`src/rtl/sertx_pkg.sv`:
```
package sertx_pkg;

    localparam int HALF_W = 16;
    localparam int WORD_W = 32;

    typedef enum logic [2:0] {
        WL_8  = 3'd0,
        WL_12 = 3'd1,
        WL_16 = 3'd2,
        WL_20 = 3'd3,
        WL_24 = 3'd4,
        WL_32 = 3'd5
    } wlen_e;

    typedef enum logic [1:0] {
        SRC_CORE     = 2'd0,
        SRC_EXT_TX   = 2'd1,
        SRC_EXT_RX   = 2'd2,
        SRC_CORE_ALT = 2'd3
    } clksrc_e;

    typedef enum logic {
        TX_IDLE = 1'b0,
        TX_SEND = 1'b1
    } txst_e;

    typedef struct packed {
        logic [WORD_W-1:0] data;
        logic              valid;
        logic              half;   // high half captured, low half pending
    } hold_t;

    function automatic logic [5:0] wlen_bits(input logic [2:0] code);
        case (code)
            WL_12:   return 6'd12;
            WL_16:   return 6'd16;
            WL_20:   return 6'd20;
            WL_24:   return 6'd24;
            WL_32:   return 6'd32;
            default: return 6'd8;
        endcase
    endfunction

endpackage

```
`src/rtl/sertx_clkgen.sv`:
```
module sertx_clkgen
    import sertx_pkg::*;
#(
    parameter int DIVW = 8
) (
    input  logic            clk,
    input  logic            rst,
    input  logic [1:0]      src_sel,
    input  logic [DIVW-1:0] div,
    input  logic            ext_tx,
    input  logic            ext_rx,
    output logic            bit_tick
);
    localparam int NEXT = 2;

    logic [NEXT-1:0] ext_in;
    logic [NEXT-1:0] ext_rise;
    logic            src_en;
    logic [DIVW-1:0] cnt;

    assign ext_in = {ext_rx, ext_tx};

    // Two-flop synchroniser plus edge history for each external clock
    for (genvar g = 0; g < NEXT; g++) begin : g_sync
        logic [2:0] sy;
        always_ff @(posedge clk) begin
            if (rst) sy <= '0;
            else     sy <= {sy[1:0], ext_in[g]};
        end
        assign ext_rise[g] = sy[1] & ~sy[2];
    end

    always_comb begin
        case (clksrc_e'(src_sel))
            SRC_EXT_TX: src_en = ext_rise[0];
            SRC_EXT_RX: src_en = ext_rise[1];
            default:    src_en = 1'b1;
        endcase
    end

    assign bit_tick = src_en && (cnt >= div);

    always_ff @(posedge clk) begin
        if (rst)           cnt <= '0;
        else if (bit_tick) cnt <= '0;
        else if (src_en)   cnt <= cnt + 1'b1;
    end

endmodule

```
`src/rtl/sertx_fifo.sv`:
```
module sertx_fifo #(
    parameter int DW    = 16,
    parameter int DEPTH = 16,
    parameter int LVLW  = $clog2(DEPTH + 1)
) (
    input  logic            clk,
    input  logic            rst,
    input  logic            push,
    input  logic [DW-1:0]   din,
    input  logic            pop,
    output logic [DW-1:0]   dout,
    output logic            full,
    output logic            empty,
    output logic [LVLW-1:0] level
);
    localparam int AW = (DEPTH > 1) ? $clog2(DEPTH) : 1;

    logic [DW-1:0] mem [DEPTH];
    logic [AW-1:0] wptr, rptr;
    logic          do_push, do_pop;

    assign full    = (level == LVLW'(DEPTH));
    assign empty   = (level == '0);
    assign do_push = push && !full;
    assign do_pop  = pop && !empty;
    assign dout    = mem[rptr];

    function automatic logic [AW-1:0] bump(input logic [AW-1:0] p);
        return (p == AW'(DEPTH - 1)) ? '0 : p + 1'b1;
    endfunction

    always_ff @(posedge clk) begin
        if (do_push) mem[wptr] <= din;
    end

    always_ff @(posedge clk) begin
        if (rst) begin
            wptr  <= '0;
            rptr  <= '0;
            level <= '0;
        end else begin
            if (do_push) wptr <= bump(wptr);
            if (do_pop)  rptr <= bump(rptr);
            case ({do_push, do_pop})
                2'b10:   level <= level + 1'b1;
                2'b01:   level <= level - 1'b1;
                default: level <= level;
            endcase
        end
    end

endmodule

```
`src/rtl/sertx_shifter.sv`:
```
module sertx_shifter
    import sertx_pkg::*;
(
    input  logic              clk,
    input  logic              rst,
    input  logic [2:0]        wlen,
    input  logic              lsb_first,
    input  logic              fs_pol,
    input  logic              clk_pol,
    input  logic              bit_tick,
    input  logic              fifo_empty,
    input  logic [HALF_W-1:0] fifo_data,
    output logic              fifo_pop,
    input  logic              uflow_clr,
    output logic              uflow,
    output logic              ser_data,
    output logic              ser_fsync,
    output logic              ser_strobe
);
    hold_t             hold;
    txst_e             st;
    logic [WORD_W-1:0] sh;
    logic [4:0]        idx;
    logic              fs_act, strb;
    logic [5:0]        wbits;
    logic              lsb_mode, two_part, last_bit, cur_bit, ends_dry;
    logic [5:0]        pos;

    assign wbits    = wlen_bits(wlen);
    assign lsb_mode = lsb_first && (wlen_e'(wlen) == WL_8);
    assign two_part = (wbits > 6'(HALF_W));
    assign pos      = lsb_mode ? {1'b0, idx} : (wbits - 6'd1 - {1'b0, idx});
    assign cur_bit  = sh[pos[4:0]];
    assign last_bit = ({1'b0, idx} == wbits - 6'd1);
    assign fifo_pop = !hold.valid && !fifo_empty;
    assign ends_dry = bit_tick && (st == TX_SEND) && last_bit && !hold.valid;

    // Holding register: built from one or two FIFO entries, drained on a bit tick
    always_ff @(posedge clk) begin
        if (rst) begin
            hold <= '0;
        end else if (fifo_pop) begin
            if (two_part && !hold.half) begin
                hold.data[WORD_W-1:HALF_W] <= fifo_data;
                hold.half                  <= 1'b1;
            end else if (two_part) begin
                hold.data[HALF_W-1:0] <= fifo_data;
                hold.half             <= 1'b0;
                hold.valid            <= 1'b1;
            end else begin
                hold.data  <= {{(WORD_W-HALF_W){1'b0}}, fifo_data};
                hold.valid <= 1'b1;
            end
        end else if (bit_tick && hold.valid && (st == TX_IDLE || last_bit)) begin
            hold.valid <= 1'b0;
        end
    end

    always_ff @(posedge clk) begin
        if (rst) begin
            st       <= TX_IDLE;
            sh       <= '0;
            idx      <= '0;
            fs_act   <= 1'b0;
            strb     <= 1'b0;
            ser_data <= 1'b0;
        end else if (bit_tick) begin
            if (st == TX_IDLE) begin
                ser_data <= 1'b0;
                fs_act   <= hold.valid;
                strb     <= hold.valid;
                if (hold.valid) begin
                    sh  <= hold.data;
                    idx <= '0;
                    st  <= TX_SEND;
                end
            end else begin
                ser_data <= cur_bit;
                strb     <= 1'b1;
                if (last_bit) begin
                    fs_act <= hold.valid;
                    idx    <= '0;
                    if (hold.valid) sh <= hold.data;
                    else            st <= TX_IDLE;
                end else begin
                    fs_act <= 1'b0;
                    idx    <= idx + 1'b1;
                end
            end
        end else begin
            strb <= 1'b0;
        end
    end

    always_ff @(posedge clk) begin
        if (rst)            uflow <= 1'b0;
        else if (ends_dry)  uflow <= 1'b1;
        else if (uflow_clr) uflow <= 1'b0;
    end

    assign ser_fsync  = fs_act ^ fs_pol;
    assign ser_strobe = strb ^ clk_pol;

endmodule

```
`src/rtl/sertx_top.sv`:
```
module sertx_top
    import sertx_pkg::*;
#(
    parameter int FIFO_DEPTH = 16,
    parameter int DIVW       = 8,
    localparam int LVLW      = $clog2(FIFO_DEPTH + 1)
) (
    input  logic              clk,
    input  logic              rst,
    input  logic [2:0]        cfg_wlen,
    input  logic              cfg_lsb_first,
    input  logic [1:0]        cfg_clk_src,
    input  logic [DIVW-1:0]   cfg_div,
    input  logic              cfg_fs_pol,
    input  logic              cfg_clk_pol,
    input  logic              ext_txclk,
    input  logic              ext_rxclk,
    input  logic              wr_valid,
    input  logic [HALF_W-1:0] wr_data,
    output logic              wr_ready,
    output logic [LVLW-1:0]   fifo_level,
    input  logic              uflow_clr,
    output logic              uflow,
    output logic              ser_data,
    output logic              ser_fsync,
    output logic              ser_strobe
);
    logic              bit_tick;
    logic              f_full, f_empty, f_pop;
    logic [HALF_W-1:0] f_data;

    assign wr_ready = !f_full;

    sertx_clkgen #(.DIVW(DIVW)) u_clk (
        .clk(clk), .rst(rst), .src_sel(cfg_clk_src), .div(cfg_div),
        .ext_tx(ext_txclk), .ext_rx(ext_rxclk), .bit_tick(bit_tick)
    );

    sertx_fifo #(.DW(HALF_W), .DEPTH(FIFO_DEPTH), .LVLW(LVLW)) u_fifo (
        .clk(clk), .rst(rst), .push(wr_valid), .din(wr_data), .pop(f_pop),
        .dout(f_data), .full(f_full), .empty(f_empty), .level(fifo_level)
    );

    sertx_shifter u_shf (
        .clk(clk), .rst(rst), .wlen(cfg_wlen), .lsb_first(cfg_lsb_first),
        .fs_pol(cfg_fs_pol), .clk_pol(cfg_clk_pol), .bit_tick(bit_tick),
        .fifo_empty(f_empty), .fifo_data(f_data), .fifo_pop(f_pop),
        .uflow_clr(uflow_clr), .uflow(uflow), .ser_data(ser_data),
        .ser_fsync(ser_fsync), .ser_strobe(ser_strobe)
    );

endmodule

```
`config.mk`:
```
export PLATFORM = sky130hd
export DESIGN_NAME = sertx_top
export DESIGN_NICKNAME = d
export VERILOG_FILES = /design/src/rtl/sertx_pkg.sv /design/src/rtl/sertx_clkgen.sv /design/src/rtl/sertx_fifo.sv /design/src/rtl/sertx_shifter.sv /design/src/rtl/sertx_top.sv
export SDC_FILE = /design/constraint.sdc
export NUM_CORES = 1
export LEC_CHECK = 0
export ABC_AREA = 1
export ABC_CLOCK_PERIOD_IN_PS = 2210
export BUFFER_PORTS_ARGS = -buffer_cell sky130_fd_sc_hd__buf_2
export CAP_MARGIN = 10
export CORE_MARGIN = 5
export CORE_UTILIZATION = 45
export CTS_CLUSTER_DIAMETER = 30
export DETAILED_ROUTE_END_ITERATION = 10
export HOLD_SLACK_MARGIN = 0.06
export PLACE_DENSITY = 0.63
export SLEW_MARGIN = 10
export SYNTH_ARGS = -nofsm -noshare
export SYNTH_HDL_FRONTEND = slang
export SYNTH_SLANG_ARGS = --single-unit
```
`constraint.sdc`:
```
create_clock -name clk -period 2.21 [get_ports clk]
set_input_delay 0 -clock clk [delete_from_list [all_inputs] [get_ports clk]]
set_output_delay 0 -clock clk [all_outputs]
set_load 0.1 [all_outputs]
```
# After elaboration in Yosys (flattened, before gate mapping)
# Memory sizes are Yosys's and may differ from the RTL's. A register that Yosys moved wholly into a read port is not among the register bits.
# Cells that the tools add are included.
# totals
regBits	103
ram_bits	256
inputBits	38
word_cells	119
n_memories	1
# memory_table
memory	words	word_bits	read_ports	rd_clocked_by_memory_dff	wr	line	rtl
u_fifo.mem	16	16	1	1	1	sertx_fifo.sv:18	logic [DW-1:0] mem [DEPTH];
# op_classes
add_sub_neg	8
magnitude_cmp	3
eq_ne	16
muxes	34
bitwise	9
reduce_logical	31
# op_table
op	n
32-bit two-way mux	3
16-bit two-way mux	2
6-bit one-hot mux with 5 select lines	1
5-bit two-way mux	4
1-bit two-way mux	17
4-bit two-way mux	4
2-bit AND reduction	6
1-bit logical AND	11
5-bit by 1-bit adder with 5-bit output, second input constant	2
5-bit one-hot mux with 2 select lines	1
2-bit nonzero test	5
4-bit by 1-bit adder with 4-bit output, second input constant	2
8-bit by 1-bit adder with 8-bit output, second input constant	1
4-bit == test, second input constant	2
8-bit greater-or-equal comparator	1
3-bit by 2-bit == test with 1-bit output, second input constant	2
3-bit == test, second input constant	2
5-bit by 6-bit == test with 1-bit output	1
6-bit by 5-bit > comparator with 1-bit output, second input constant	1
5-bit by 6-bit < comparator with 1-bit output, second input constant	1
2-bit inequality test, second input constant	3
6-bit by 1-bit subtractor with 6-bit output, second input constant	1
1-bit binary-select mux with 5-bit select	1
5-bit == test, second input constant	1
other kinds (14)	26

# Longest topological paths before layout
# logic_depth
ltp_word	8
ltp_mapped	17

# Hierarchy
# Synthesis repeated with hierarchy kept, for this count alone.
# hier_totals
hier_cells	1544
area_unflattened_um2	15541.2
# by_module_without_submodules
module	instances	cells_each	area_each_um2	seq_area_each_um2
sertx_fifo	1	952	11339.6	8027.7
sertx_shifter	1	464	3320.7	1521.5
sertx_clkgen	1	127	877.1	280.3
sertx_top	1	1	3.8	0.0

# Worst setup path before layout
# No wires, ideal clock.
# synth_timing
path_kind	register -> register
from	register u_fifo.level[0]
to	memory u_fifo.mem[7][0], enable pin
arrival_time_ns	3.371
setup_slack_ns	-1.570
stages_incl_launch_ff	5
n_path_buf	0
synth_period_minus_slack_ns	3.780
cell_sequence	dfxtp_1 -> nor4_2 -> nand2_1 -> nand2_1 -> nor3_1
# synth_between
elab_chain_len	5
# synth_lines
element	line	rtl
from (decl)	sertx_fifo.sv:14	output logic [LVLW-1:0] level
from (signal assigned)	sertx_fifo.sv:45	2'b10: level <= level + 1'b1;
from (signal assigned)	sertx_fifo.sv:46	2'b01: level <= level - 1'b1;
from (signal assigned)	sertx_fifo.sv:47	default: level <= level;
5-bit == test	sertx_fifo.sv:22	assign full = (level == LVLW'(DEPTH));
1-bit logical NOT	n/a	
via wr_ready	sertx_top.sv:20	output logic wr_ready,
1-bit logical AND	sertx_fifo.sv:24	assign do_push = push && !full;
1-bit two-way mux	sertx_fifo.sv:33	if (do_push) mem[wptr] <= din;
1-bit two-way mux (implied by the code)	sertx_fifo.sv:33	
to (decl)	sertx_fifo.sv:18	
# The timed path passes the listed nets, and every way through them passes these cells.

# Final worst setup path
# layout_timing
from	register u_fifo.level[2]
to	register u_fifo.level[4]
# layout_between
elab_chain_len	6
word_cells_on_any_way	13
classes_between	add/sub: 2; eq/ne: 3; mux: 1; reduce/logical: 7
# layout_lines
element	line	rtl
5-bit logical NOT	sertx_fifo.sv:23	assign empty = (level == '0);
1-bit logical NOT	sertx_fifo.sv:25, sertx_shifter.sv:35	
1-bit logical AND	sertx_shifter.sv:35	assign fifo_pop = !hold.valid && !fifo_empty;
1-bit logical AND	sertx_fifo.sv:25	assign do_pop = pop && !empty;
2-bit by 1-bit == test with 1-bit output or 2-bit == test (tied branches)	sertx_fifo.sv:44	case ({do_push, do_pop})
5-bit one-hot mux with 2 select lines or 2-bit nonzero test (tied branches)	n/a	
# Parallel ways exist; a longest one is shown, timed or not.
# A chain may end at the register's enable or synchronous reset.

==> summary.txt <==
Layout
  – ANT cells: 0
  – Most frequent cells in the layout: 256 x edfxtp_1, 172 x nand2_1, 138 x a21oi_1
  – Final nets: 1568
  – Area Growth Syn to Fin: 27.23%
  – Util after Layout: 57.94%
  – Commonest non-fill, non-tap cell in the layout: edfxtp_1
  – Layout cells sized above 1: 18.93%

STA
  – Setup violations, final: 1
  – Hold WS: 0.09285 ns
  – Setup TNS: -0.05992 ns
  – Tmin final: 2.270 ns
  – Clock skew: 0.02566 ns
  – Post-route worst setup slack: -0.05992 ns
  – Worst-Margin Slew: 1.135 ns
  – Max-slew violations: 0
  – Tcrit/Tclk final: 102.7%
  – Final hold viol count: 0
  – Worst rel slew slack: 24.08%
  – Fmax achieved: 440.5 MHz
  – RSZ-0062 raised after global routing: yes

Clocking
  – Longest Clk Path Bufs: 3
  – Worst-Skew Late Latency: 0.58 ns
  – Clock-pin slew on the worst setup and hold paths: 0.04 ns
  – CTS buffer count: 80
  – Clock root buffer: clkbuf_16
  – Sink Count: 363
  – CTS tree: done
  – H-tree levels: 3

Global routing
  – First-pass GRT wire length: 57860 um
  – Total grt overflow: 0
  – Total track usage: 19.14%
  – Pin count of the biggest net entering global routing: 70
  – Antenna violations before repair: 0
  – Vias in the first global route: 10542

Routing
  – First-pass DRT Iterations: 5
  – Drt total wl: 36610 um
  – # DRC: 0
  – Final ANT Viol Nets: 0
  – DR WL/cell: 18.15 um
  – Via count: 10633
  – Via density: 5.272
  – Starting DRC count in detailed routing: 775

Hold path
  – Worst hold path type: in -> reg

Synthesis
  – EDFF count, synth: 256
  – Distinct cells, synth: 40
  – Register area share after synthesis: 64.37%
  – Ys async rst share: 0%
  – Syn_nets: 1426
  – Post-Syn Area per Cell: 11.21 um^2
  – Post-Synthesis Cells: 1362
  – Top cells by area, synth: edfxtp_1 50%, dfxtp_1 14%, a21oi_1 4.6%, nand2_1 4.3%, mux2i_1 4.2%
  – Post-Syn Area: 0.01527 mm^2
  – Yosys top cell by area: edfxtp_1
  – YS warnings: 0
  – Synth Flop Type: edfxtp_1
  – #FFs+latches synth: 363
  – Synth top area share: 50.34%

Power and ir drop
  – Leak Pwr: 0.007208 uW
  – Final Power: 24710 uW
  – Pwr per Cell Area: 1272 mW/mm^2
  – Peak VDD IR: 750.8 uV

Floorplan
  – Chip height: 194.2 um
  – # IOs: 48
  – Die ar.: 0.03772 mm^2
  – Core box area: 0.03353 mm^2
  – Site Rows: 67
  – Die width: 194.2 um
  – Initial core utilization: 45.54%

Job
  – MaxCap Viol Count: 0

Worst setup path
  – Crit. End Element: flip-flop
  – CP startpoint kind: flip-flop
  – Worst EP required: 2.64 ns
  – CP max FO: 4
  – Critical path class: reg -> reg
  – WP data arrival: 2.70 ns

Placement
  – Routability cong.: 0.8580
  – Post-DP HPWL: 22210 um
  – DP Worst Slack: -0.03494 ns
  – I/O Buffers: 47

Run status
  – Status: finished, violations left
  – Violated checks: negative setup slack
logic make-up after synthesis:
family          count (synthesis)  synth area share, %
mux                            64                4.195
fa+ha+maj                      26                2.180
buf+inv                       202                5.760
compound gates                341                12.58
xor+xnor                       11               0.6309
simple gates                  355                10.28
flops                         363                64.37
critical path, cell delays in order (launching register included):
cell and delay [ns]:
dfxtp_4 0.34, nor4_4 0.35, nand2_1 0.11, nand2_2 0.09
inv_2 0.05, ha_4 0.19, ha_4 0.26, nand2_4 0.05
nor2_2 0.04, a211oi_2 0.23, o21ai_1 0.12, a21oi_2 0.13
nand2_1 0.05, nor3b_1 0.12
layer usage:
layer | up-vias | GRT usage [%] | share of wire (%)
met4 | 0 | 6.484 | 2.5
met5 | - | 0 | 0
li1 | 5159 | - | -
met2 | 286 | 33.06 | 50
met3 | 70 | 3.614 | 4.8
met1 | 5118 | 24.33 | 42
cells in the mapped netlist (16+ instances only):
cell type,n
nand2_1,176
dfxtp_1,107
nand3_1,98
nor2_1,49
a21oi_1,139
inv_1,128
buf_2,16
ha_1,25
o211ai_1,64
edfxtp_1,256
mux2i_1,64
clkbuf_1,32
o21ai_0,112
a31oi_1,16
final timing paths:
kind | from | endpoint | slack [ns] | depth (start not counted)
setup reg to reg | u_fifo.level[2] | u_fifo.level[4] | -0.06 | 13
hold / removal | cfg_wlen[1] | u_shf.hold[0] | 0.09 | 6
setup / recovery | u_fifo.level[2] | u_fifo.level[4] | -0.06 | 13
hold reg to reg | u_clk.g_sync[0].sy[0] | u_clk.g_sync[0].sy[1] | 0.41 | 2
power breakdown:
part           total, uW  switching (uW)  internal [uW]
logic               5020            3150           1870
registers           8070             315           7760
clock network      11600            3810           7820
total              24700            7270          17400
stage by stage:
step	cell area, um^2	cells
4_1_cts	19350	2013
5_1_grt	19430	2017
3_3_place_gp	16380	1840
2_1_floorplan	15410	1362
6_report	19430	2017
3_5_place_dp	16380	1840
what timing repair did:
| item | 4_1_cts | 5_1_grt |
|---|---|---|
| hold endpoints to repair | 293 | 0 |
| gates resized for setup | 0 | 9 |
| setup buffers | 0 | 4 |
| setup endpoints to repair | 1 | 36 |
| hold buffers | 26 | 0 |
| pin swaps | 0 | 10 |
flip-flops by register name, indices dropped and copies added (netlist names), named ones only:
name	cells
u_fifo.mem	256
u_shf.hold	34
u_shf.sh	32
u_clk.cnt	8
u_clk.g_sync.sy	6
u_fifo.level	5
u_shf.idx	5
u_fifo.rptr	4
u_fifo.wptr	4
u_shf.fs_act	1
u_shf.ser_data	1
u_shf.st	1
u_shf.strb	1
u_shf.uflow	1
cell type report:
cell class / count / area [um^2]
clock inverters: 53 / 568.0
multi-input cells: 797 / 4728
flip-flops and latches: 363 / 9852
fillers: 2761 / 14100
well taps: 448 / 560.5
clock buffers: 94 / 2147
inverters: 132 / 498.0
repair buffers: 130 / 1074
Note: power is estimated with default switching activity, not from simulation.
